$ cat config.mk
export PLATFORM = sky130hd
export DESIGN_NAME = irq_setclr_ctrl
export DESIGN_NICKNAME = d
export VERILOG_FILES = /design/src/rtl/ic_pkg.sv /design/src/rtl/ic_regbank.sv /design/src/rtl/ic_trigger.sv /design/src/rtl/ic_router.sv /design/src/rtl/irq_setclr_ctrl.sv
export SDC_FILE = /design/constraint.sdc
export NUM_CORES = 1
export LEC_CHECK = 0
export ABC_AREA = 0
export BUFFER_PORTS_ARGS = -buffer_cell sky130_fd_sc_hd__buf_4
export CORE_AREA = 2 2 278 280
export CTS_CLUSTER_DIAMETER = 60
export DETAILED_ROUTE_END_ITERATION = 12
export DIE_AREA = 0 0 280 282
export PLACE_DENSITY = 0.47
export SYNTH_ARGS = -nofsm -noshare
export SYNTH_HDL_FRONTEND = slang
export SYNTH_SLANG_ARGS = --single-unit
$ cat constraint.sdc
create_clock -name clk -period 3.9 [get_ports clk]
set_input_delay 0.78 -clock clk [delete_from_list [all_inputs] [get_ports clk]]
set_output_delay 0.78 -clock clk [all_outputs]
set_load 0.02 [all_outputs]
$ cat src/rtl/ic_pkg.sv
package ic_pkg;
  localparam int NUM_REGS = 7;
  localparam int REG_CFG0 = 0;
  localparam int REG_CFG1 = 1;
  localparam int REG_CFG2 = 2;
  localparam int REG_SRC  = 3;
  localparam int REG_ASGN = 4;
  localparam int REG_WAKE = 5;
  localparam int REG_MASK = 6;

  localparam logic [2:0] TRIG_OFF  = 3'd0;
  localparam logic [2:0] TRIG_RISE = 3'd1;
  localparam logic [2:0] TRIG_FALL = 3'd2;
  localparam logic [2:0] TRIG_BOTH = 3'd3;
  localparam logic [2:0] TRIG_HIGH = 3'd4;
  localparam logic [2:0] TRIG_LOW  = 3'd5;

  function automatic logic is_edge_mode(input logic [2:0] code);
    return (code == TRIG_RISE) || (code == TRIG_FALL) || (code == TRIG_BOTH);
  endfunction

  function automatic logic edge_hit(input logic [2:0] code, input logic cur, input logic prev);
    case (code)
      TRIG_RISE: return cur & ~prev;
      TRIG_FALL: return ~cur & prev;
      TRIG_BOTH: return cur ^ prev;
      default:   return 1'b0;
    endcase
  endfunction

  function automatic logic level_hit(input logic [2:0] code, input logic cur);
    case (code)
      TRIG_HIGH: return cur;
      TRIG_LOW:  return ~cur;
      default:   return 1'b0;
    endcase
  endfunction
endpackage

$ cat src/rtl/ic_regbank.sv
module ic_regbank #(
  parameter int DATA_W = 32,
  parameter int NREGS  = 7
) (
  input  logic                         clk,
  input  logic                         rst_n,
  input  logic [NREGS-1:0]             wr_set,
  input  logic [NREGS-1:0]             wr_clr,
  input  logic [DATA_W-1:0]            wdata,
  output logic [NREGS-1:0][DATA_W-1:0] regs_q
);
  function automatic logic [DATA_W-1:0] apply_write(
    input logic [DATA_W-1:0] old, input logic [DATA_W-1:0] d,
    input logic s, input logic c);
    if (s) return old | d;
    if (c) return old & ~d;
    return old;
  endfunction

  for (genvar r = 0; r < NREGS; r++) begin : g_reg
    always_ff @(posedge clk) begin
      if (!rst_n) regs_q[r] <= '0;
      else        regs_q[r] <= apply_write(regs_q[r], wdata, wr_set[r], wr_clr[r]);
    end
  end
endmodule

$ cat src/rtl/ic_trigger.sv
module ic_trigger
  import ic_pkg::*;
#(
  parameter int NSRC = 32
) (
  input  logic            clk,
  input  logic            rst_n,
  input  logic [NSRC-1:0] irq_in,
  input  logic [NSRC-1:0] cfg0,
  input  logic [NSRC-1:0] cfg1,
  input  logic [NSRC-1:0] cfg2,
  input  logic [NSRC-1:0] ack,
  output logic [NSRC-1:0] edge_evt,
  output logic [NSRC-1:0] active
);
  logic [NSRC-1:0] cap_q, prev_q, pend_q, pend_d;

  always_ff @(posedge clk) begin
    if (!rst_n) begin
      cap_q  <= '0;
      prev_q <= '0;
      pend_q <= '0;
    end else begin
      cap_q  <= irq_in;
      prev_q <= cap_q;
      pend_q <= pend_d;
    end
  end

  for (genvar i = 0; i < NSRC; i++) begin : g_src
    logic [2:0] code;
    assign code        = {cfg2[i], cfg1[i], cfg0[i]};
    assign edge_evt[i] = edge_hit(code, cap_q[i], prev_q[i]);
    assign pend_d[i]   = is_edge_mode(code) ? ((pend_q[i] & ~ack[i]) | edge_evt[i]) : 1'b0;
    assign active[i]   = is_edge_mode(code) ? pend_q[i] : level_hit(code, cap_q[i]);
  end
endmodule

$ cat src/rtl/ic_router.sv
module ic_router #(
  parameter int NSRC   = 32,
  parameter int DATA_W = 32
) (
  input  logic [NSRC-1:0]   active,
  input  logic [NSRC-1:0]   mask,
  input  logic [NSRC-1:0]   asgn,
  output logic [DATA_W-1:0] stat0,
  output logic [DATA_W-1:0] stat1,
  output logic              req0,
  output logic              req1
);
  function automatic logic [NSRC-1:0] route(
    input logic [NSRC-1:0] a, input logic [NSRC-1:0] m,
    input logic [NSRC-1:0] g, input logic to_one);
    return a & m & (to_one ? g : ~g);
  endfunction

  logic [NSRC-1:0] s0, s1;
  assign s0    = route(active, mask, asgn, 1'b0);
  assign s1    = route(active, mask, asgn, 1'b1);
  assign stat0 = DATA_W'(s0);
  assign stat1 = DATA_W'(s1);
  assign req0  = |s0;
  assign req1  = |s1;
endmodule

$ cat src/rtl/irq_setclr_ctrl.sv
module irq_setclr_ctrl
  import ic_pkg::*;
#(
  parameter int ADDR_W   = 8,
  parameter int DATA_W   = 32,
  parameter int NSRC     = 32,
  parameter int BASE_OFF = 'h40
) (
  input  logic              clk,
  input  logic              rst_n,
  input  logic [ADDR_W-1:0] bus_addr,
  input  logic              bus_we,
  input  logic [DATA_W-1:0] bus_wdata,
  output logic [DATA_W-1:0] bus_rdata,
  input  logic [NSRC-1:0]   irq_in,
  output logic              req0_o,
  output logic              req1_o,
  output logic              cpu_irq_o
);
  localparam logic [ADDR_W-1:0] WIN_LO = ADDR_W'(BASE_OFF);
  localparam logic [ADDR_W-1:0] WIN_HI = ADDR_W'(BASE_OFF + NUM_REGS * 8);
  localparam int IDX_W = $clog2(NUM_REGS);

  logic [ADDR_W-1:0]              rel;
  logic [IDX_W-1:0]               idx;
  logic                           in_win, is_clr;
  logic [NUM_REGS-1:0]            wr_set, wr_clr;
  logic [NUM_REGS-1:0][DATA_W-1:0] regs_q;
  logic [DATA_W-1:0]              mask_q, stat0, stat1;
  logic [NSRC-1:0]                ack, active, edge_evt;

  assign rel    = bus_addr - WIN_LO;
  assign idx    = rel[3 +: IDX_W];
  assign is_clr = bus_addr[2];
  assign in_win = (bus_addr >= WIN_LO) && (bus_addr < WIN_HI) && (bus_addr[1:0] == 2'b00);

  always_comb begin
    wr_set = '0;
    wr_clr = '0;
    if (bus_we && in_win) begin
      if (is_clr) wr_clr[idx] = 1'b1;
      else        wr_set[idx] = 1'b1;
    end
  end

  assign mask_q = regs_q[REG_MASK];
  assign ack    = wr_clr[REG_MASK] ? bus_wdata[NSRC-1:0] : '0;

  ic_regbank #(.DATA_W(DATA_W), .NREGS(NUM_REGS)) u_regs (
    .clk(clk), .rst_n(rst_n), .wr_set(wr_set), .wr_clr(wr_clr),
    .wdata(bus_wdata), .regs_q(regs_q));

  ic_trigger #(.NSRC(NSRC)) u_trig (
    .clk(clk), .rst_n(rst_n), .irq_in(irq_in),
    .cfg0(regs_q[REG_CFG0][NSRC-1:0]), .cfg1(regs_q[REG_CFG1][NSRC-1:0]),
    .cfg2(regs_q[REG_CFG2][NSRC-1:0]), .ack(ack),
    .edge_evt(edge_evt), .active(active));

  ic_router #(.NSRC(NSRC), .DATA_W(DATA_W)) u_route (
    .active(active), .mask(mask_q[NSRC-1:0]), .asgn(regs_q[REG_ASGN][NSRC-1:0]),
    .stat0(stat0), .stat1(stat1), .req0(req0_o), .req1(req1_o));

  assign cpu_irq_o = req0_o | req1_o;

  always_comb begin
    bus_rdata = '0;
    if (in_win) begin
      if (is_clr && (int'(idx) == REG_CFG2))     bus_rdata = stat0;
      else if (is_clr && (int'(idx) == REG_SRC)) bus_rdata = stat1;
      else                                       bus_rdata = regs_q[idx];
    end
  end
endmodule

## Yosys cells after proc, flatten, opt, wreduce, memory -nomap -nowiden

Index checks and enable logic that the tools add are counted.

| word-level totals | value |
|---|---|
| register bits after elaboration | 320 |

| operators by class | value |
|---|---|
| $add $sub $neg | 1 |
| order comparisons | 4 |
| equal/unequal tests | 162 |
| mux-type cells | 171 |
| bitwise operators | 276 |
| reductions and logical operators | 112 |

Operators with widths:

| kind | number |
|---|---|
| $mux 32 | 33 |
| $and 32x32->32 | 10 |
| $or 32x32->32 | 7 |
| $eq 3x3->1 const B | 66 |
| $eq 3x2->1 const B | 64 |
| $and 1x1->1 | 96 |
| $bmux 32 s3 | 1 |
| $eq 3x1->1 const B | 32 |
| $not 1->1 | 96 |
| $pmux 1 s3 | 32 |
| $mux 1 | 68 |
| $logic_or 1x1->1 | 64 |
| $not 32->32 | 2 |
| $pmux 1 s2 | 32 |
| $reduce_and 2->1 | 32 |
| $reduce_or 32->1 | 2 |
| $or 1x1->1 | 33 |
| $xor 1x1->1 | 32 |
| $mux 7 | 4 |
| $reduce_bool 2->1 | 7 |
| $ge 8x7->1 const B | 1 |
| $lt 8x7->1 const B | 1 |
| $logic_and 1x1->1 | 6 |
| $sub 6x1->6 const B | 1 |
| other kinds (4) | 4 |

## Logic depth before layout (Yosys ltp)

Gate-level depths: netlist of the first run.

| depth | value |
|---|---|
| depth after elaboration | 13 |
| gate-level depth with buffers | 9 |
| depth with buffers taken out | 7 |

## By module

Synthesis of the first run repeated with hierarchy kept, for this count alone.

| second synthesis, totals | value |
|---|---|
| cell total of the unflattened synthesis | 2326 |
| area total of the unflattened synthesis | 19436.1 um2 |

By module, submodules not included:

| module | times used | cells each | area an instance (um2) |
|---|---|---|---|
| ic_regbank | 1 | 1020 | 9491.6 |
| ic_trigger | 1 | 798 | 6517.5 |
| irq_setclr_ctrl | 1 | 388 | 2702.6 |
| ic_router | 1 | 120 | 724.4 |

## Worst setup path before layout of the first run

OpenSTA, ideal clock, no wires.

| timing | value |
|---|---|
| path kind | in2out |
| start point | in bus_addr[2] |
| end point | out bus_rdata[26] |
| data arrival time | 2.602 ns |
| slack | 0.518 ns |
| stages | 7 |
| path buffers | 3 |
| cells stage by stage | clkbuf_1 -> inv_1 -> clkbuf_1 -> nor2_1 -> clkbuf_1 -> a221oi_1 -> nor3_1 |

| on the way | value |
|---|---|
| word-level cells in the longest chain between the ends | 6 |

Ends and longest elaborated chain:

| element | RTL line | text |
|---|---|---|
| start, declared | irq_setclr_ctrl.sv:11 | `input logic [ADDR_W-1:0] bus_addr,` |
| $sub 6x1->6 | irq_setclr_ctrl.sv:32 | `assign rel = bus_addr - WIN_LO;` |
| $bmux 32 s3 / $eq 3x3->1 (equally long branches) | irq_setclr_ctrl.sv:70, irq_setclr_ctrl.sv:69 |  |
| $mux 32 (not written as such) / $logic_and 1x1->1 (equally long branches) | irq_setclr_ctrl.sv:70, irq_setclr_ctrl.sv:69 |  |
| $mux 32 | irq_setclr_ctrl.sv:69 | `else if (is_clr && (int'(idx) == REG_SRC)) bus_rdata = stat1;` |
| $mux 32 | irq_setclr_ctrl.sv:68 | `if (is_clr && (int'(idx) == REG_CFG2)) bus_rdata = stat0;` |
| $mux 32 * | irq_setclr_ctrl.sv:67 | `if (in_win) begin` |
| end, declared | irq_setclr_ctrl.sv:14 | `output logic [DATA_W-1:0] bus_rdata,` |

Mark *: on every way between the ends. The rest lies on a longest branch, timed or not. The select of a mux whose other input is x is not followed.

==> impl_metrics.ini, run 1 <==
[status]
status = completed

[floorplanning]
num_rows = 101
start_util_pct = 22.9
core_area_sq_mm = 0.0757
dieArea_sq_mm = 0.0790
die_w_um = 280
die_h_um = 282
pin_count = 110

[placed_design]
hpwl_um = 47300
gp_congestion = 0.865
placed_cells = 3240
portBuffers = 109

[worst_setup_path]
rr_worst_depth = 6
crit_fanout = 7
r2r-end = u_trig.pend_q[29]
reg2reg_slack_ps = 2530
r2r_start = u_trig.cap_q[29]
path_cells = and3b_1, o41a_1, nor2b_4, or4_4, nor4_4, nand4_1, buf_6
critPathKind = flip-flop to output port
cpPeakStageDelay_ps = 470
cp-start-kind = flip-flop
arrival_ps = 3080
cp-end-kind = output port
worstPathRequired_ps = 3120
slowest_stage = o41a_1

[timing]
timing.setup.tns_ps = 0
rsz0062_at_grt = true
setup_viol = 0
finalHoldViolations = 0
slew_violations = 0
relSlewSlack_pct = 55.9
fmaxAchievable_mhz = 259
fin_crit_sh_pct = 99.0
tightest_slew_ps = 659
period_needed_ps = 3860
clock_skew_ps = 19.2

[global_routing]
grt_pass1_vias = 16700
grt_first_pass_wirelength_um = 104000
grt_max_degree = 90
track_usage_pct = 17.2
overflow = 0
antenna_found_initial = 4

[power]
p_per_area_mw_per_mm2 = 383
total_power_w = 0.00818
leakage_nw = 7.33
irDropWorstVdd_mv = 0.225

[hold_path]
holdPathStages = 2
hold-path-endpoint = u_trig.cap_q[5]
worstHoldStart = irq_in[5]
hp-class = primary input to flip-flop

[synthesis]
synth.area.top_cells = dfxtp_1 (37%), a22oi_1 (10%), nor2_1 (7.4%)
ys_warn_count = 0
synth_edf_count = 0
synth_nets = 2368
synth_top_area_share_pct = 37.0
avgSynthCellArea_sq_um = 7.76
synth.most_common_cell = nor2_1
ys.flop_type = dfxtp_1
yosysTopAreaCell = dfxtp_1
ys_types = 74
syn_area_sq_mm = 0.0173
netlist_instances = 2229
yosysSeqAreaShare_pct = 37.0
synth_common_cells = nor2_1 (342), dfxtp_1 (320), nand2_1 (289)
synth-async-reset-ratio_pct = 0
ys_ff_latch = 320

[routing]
final_antenna_net_count = 0
wl_per_cell_um = 20.9
drt_pre_antenna_iters = 7
drc = 0
routed-via-count = 17300
wl_um = 69700
routed_via_density = 5.21
drt_iter0_markers = 1444

[cts]
cts_root_buffer = clkbuf_16
cts.clk_slew.worst_paths_ps = 60
ctsLongestPathBuffers = 3
cts_buffers = 44
htreeDepth = 2
cts_sinks = 320
cts_tree = done
clk_latency_ps = 580

[cells_and_area]
syn2layout_area_growth_pct = 23.5
nNetsFinal = 2454
drive_above_1_share_pct = 15.3
layout.cells.non_filler = 3329
utilization_pct = 28.2

[run]
cap_violations = 0
[worst max-delay path by stage]
stage                    startpoint             to  cells past startpoint
floorplan               bus_addr[2]  bus_rdata[26]                      7
global placement          flip-flop      cpu_irq_o                      8
detailed placement  u_trig.cap_q[3]      cpu_irq_o                      8
CTS                       flip-flop      cpu_irq_o                      8
global route              flip-flop      cpu_irq_o                      7
finish                    flip-flop      cpu_irq_o                      7
[cell families (layout without fill, tap and decap cells)]
logic type | count (synthesis) | in the layout | synth area share (%)
fa+ha+maj | 64 | 64 | 4.63
mux | 37 | 37 | 2.42
xor+xnor | 17 | 17 | 0.861
simple gates | 866 | 866 | 23.7
buf+inv | 256 | 377 | 5.84
other cells | 0 | 1 | 0
flops | 320 | 320 | 37.0
compound gates | 669 | 669 | 25.6
[per-layer routing]
layer,wire length (um),up-vias,share of wire [%],GRT usage (%)
li1,-,8159,-,-
met1,31300,8451,45,22.9
met2,31700,612,46,28.2
met3,4470,124,6.4,2.83
met4,2210,2,3.2,6.21
met5,8,-,0.011,0
[report_power, final]
group	total (W)	leakage (nW)	internal (W)	switching (W)
Clock	0.00424	0.753	0.00259	0.00165
Combinational	0.000605	3.98	0.000215	0.000390
Sequential	0.00333	2.60	0.00330	0.0000336
[critical path: cells and delay by family, from the launching register on]
kind                   cells  cell delay, ps
AOI/OAI and AO/OA          1             470
DFF                        1             370
and+or+nand+nor            5            1440
buffers and inverters      1             230
[cell usage in the layout, fill, tap and decap left out, drive strengths merged, types with 16 or more instances in the layout]
| cell type | instances |
|---|---|
| nor2 | 342 |
| dfxtp | 320 |
| nand2 | 289 |
| a22oi | 236 |
| buf | 215 |
| a21oi | 162 |
| o21ai | 90 |
| inv | 85 |
| ha | 64 |
| clkbuf | 62 |
| o22ai | 59 |
| and2 | 33 |
| nor3 | 31 |
| o21bai | 23 |
| nand3 | 20 |
| nor4 | 20 |
| nand3b | 18 |
| mux2 | 18 |
| a221oi | 18 |
| mux2i | 17 |
| or4bb | 17 |
| o221ai | 16 |
| xnor2 | 16 |
[stage by stage]
| step | hold WS (ps) | cell area [sq um] | worst slack, ps |
|---|---|---|---|
| after floorplan | 454 | 17300 | 518 |
| after global placement | 475 | 19700 | 226 |
| after detailed placement | 484 | 19700 | 212 |
| after CTS | 375 | 21300 | 3.34 |
| after global routing | 390 | 21400 | -19.3 |
| final | 401 | 21400 | 39.4 |
[area by class of cell]
cell class	count	area [sq um]
diodes	1	2.50
flip-flops and latches	320	6430
fillers	8082	54300
inverters	81	312
multi-input cells	1653	10000
well taps	978	1220
clock inverters	19	233
repair buffers	215	1860
clock buffers	62	1290
[repair_timing]
item,in CTS,in global routing
hold buffers,0,0
gates resized for setup,16,13
endpoints found under the hold margin,0,0
pin swaps,4,4
setup endpoints to repair,2,1
setup buffers,4,3
Power figures use the tool's default switching activity.
==> inputs of run 2 (changes only) <==
CORE_AREA = 2 2 173 175   (was 2 2 278 280)
DIE_AREA = 0 0 175 177   (was 0 0 280 282)
PLACE_DENSITY = 0.88   (was 0.47)
SETUP_SLACK_MARGIN = 0.4   (was default)
==> impl_metrics.ini, run 2 (synthesis gave the netlist of run 1 again) <==
[status]
status = completed

[cts]
cts_buffers = 35
cts_root_buffer = clkbuf_16
cts_sinks = 320
cts.clk_slew.worst_paths_ps = 60
cts_tree = done
ctsLongestPathBuffers = 3
clk_latency_ps = 510
htreeDepth = 2
holdBufCountCts = 0

[power]
p_comb_share_pct = 7.8
switchingPower_w = 0.00175
irDropWorstVdd_mv = 0.304
total_power_w = 0.00729
clock_power_share_pct = 46.5
seqPwrFrac_pct = 45.7
p_int_w = 0.00554
p_per_area_mw_per_mm2 = 368
leakage_nw = 6.95
switching_share_pct = 24.0

[timing]
rsz0062_at_grt = true
tightest_slew_ps = 1070
fmaxAchievable_mhz = 280
finalHoldViolations = 0
clock_skew_ps = 9.09
timing.setup.tns_ps = 0
relSlewSlack_pct = 28.6
hold_ws_ps = 468
fin_crit_sh_pct = 91.5
setup_viol = 0
period_needed_ps = 3570
slew_violations = 0

[global_routing]
track_usage_pct = 36.0
overflow = 0
antenna_found_initial = 2
grt_first_pass_wirelength_um = 89600
grt_pass1_vias = 17100
grt_max_degree = 169

[hold_path]
worstHoldStart = irq_in[0]
holdPathStages = 2
hold-path-endpoint = u_trig.cap_q[0]
hp-class = primary input to flip-flop

[worst_setup_path]
critPathKind = flip-flop to output port
reg2reg_slack_ps = 2420
rr_worst_depth = 6
cp-start-kind = flip-flop
arrival_ps = 2790
crit_fanout = 7
cpPeakStageDelay_ps = 440
r2r-end = u_trig.pend_q[29]
r2r_start = u_trig.cap_q[29]
slowest_stage = o41a_1
path_cells = and3b_1, o41a_1, nor2b_1, or4_4, nor4_4, nand4_1, buf_6
cp-end-kind = output port
worstPathRequired_ps = 3120

[routing]
drt_iter0_markers = 2839
routed_via_density = 6.80
drt_pre_antenna_iters = 9
wl_um = 57400
final_antenna_net_count = 0
routed-via-count = 18300
wl_per_cell_um = 21.4
drc = 0

[floorplanning]
core_area_sq_mm = 0.0292
die_w_um = 175
num_rows = 63
dieArea_sq_mm = 0.0310
pin_count = 110
die_h_um = 177
start_util_pct = 59.2

[placed_design]
gp_congestion = 0.958
portBuffers = 109
hpwl_um = 37400
placed_cells = 2624

[cells_and_area]
nNetsFinal = 2414
seq_area_sq_mm = 0.00643
utilization_pct = 67.8
multi_input_area_sq_mm = 0.0100
num_antenna_cells = 0
mostFrequentLayoutCells = nor2_1 (333), dfxtp_1 (309), nand2_1 (289)
syn2layout_area_growth_pct = 14.6
fill_cells = 2289
drive_above_1_share_pct = 13.5
layout.cells.non_filler = 2686
final_common_cell = nor2_1

[run]
cap_violations = 0
==> run 2: cell types whose count changed in the layout (fill, tap and decap cells not counted), moves of 4 or more <==
cell       before  now
buf_4         195  178
buf_12         19    5
clkbuf_16      45   37
clkbuf_8       10    6
==> run 2: metrics by stage <==
stage / worst slack, ps / instance area [sq um]
2_1_floorplan: 518 / 17300
3_3_place_gp: 501 / 18600
3_5_place_dp: 523 / 18600
4_1_cts: 335 / 19800
5_1_grt: 269 / 19800
6_report: 330 / 19800
==> run 2: worst max path at each step <==
stage               endpoint  slack, ps  cells past startpoint
3_5_place_dp   bus_rdata[13]        520                      7
6_report           cpu_irq_o        330                      7
5_1_grt            cpu_irq_o        270                      7
3_3_place_gp   bus_rdata[15]        500                      6
2_1_floorplan  bus_rdata[26]        520                      7
4_1_cts            cpu_irq_o        330                      7
==> run 2: cell type report <==
cell class,instances,area share [%]
sequential,320,32.4
clock buffer,49,5.20
tap,390,2.46
inverter,81,1.57
multi-input combinational,1653,50.4
clock inverter,9,0.643
timing repair buffer,184,7.30
==> run 2: routing by layer <==
layer	track usage [%]	wire length, um	vias up	share of wire (%)
met5	0	0	-	0
met4	24.0	4220	0	7.3
met3	8.08	7010	380	12
met2	55.7	25200	1379	44
met1	45.2	21000	8454	37
li1	-	-	8058	-
==> run 2: critical path, delay by kind of cell, from the launching register on <==
family / cells / cell delay (ps)
DFF: 1 / 380
AOI/OAI and AO/OA: 1 / 440
buffers and inverters: 1 / 180
and+or+nand+nor: 5 / 1290
==> run 2: power by group through the flow <==
stage	Sequential (W)	Combinational [W]	Clock [W]
6_report	0.00333	0.000570	0.00339
5_1_grt	0.00333	0.000612	0.00354
4_1_cts	0.00333	0.000550	0.00339
3_5_place_dp	0.00341	0.000546	0
3_3_place_gp	0.00340	0.000528	0
2_1_floorplan	0.00340	0.000337	0
==> run 2: repair_timing <==
| action | CTS | global route |
|---|---|---|
| buffers inserted | 4 | 0 |
| hold endpoints to repair | 0 | 0 |
| gates resized for setup | 12 | 19 |
| endpoints found under the setup margin | 3 | 5 |
| pin swaps | 3 | 5 |
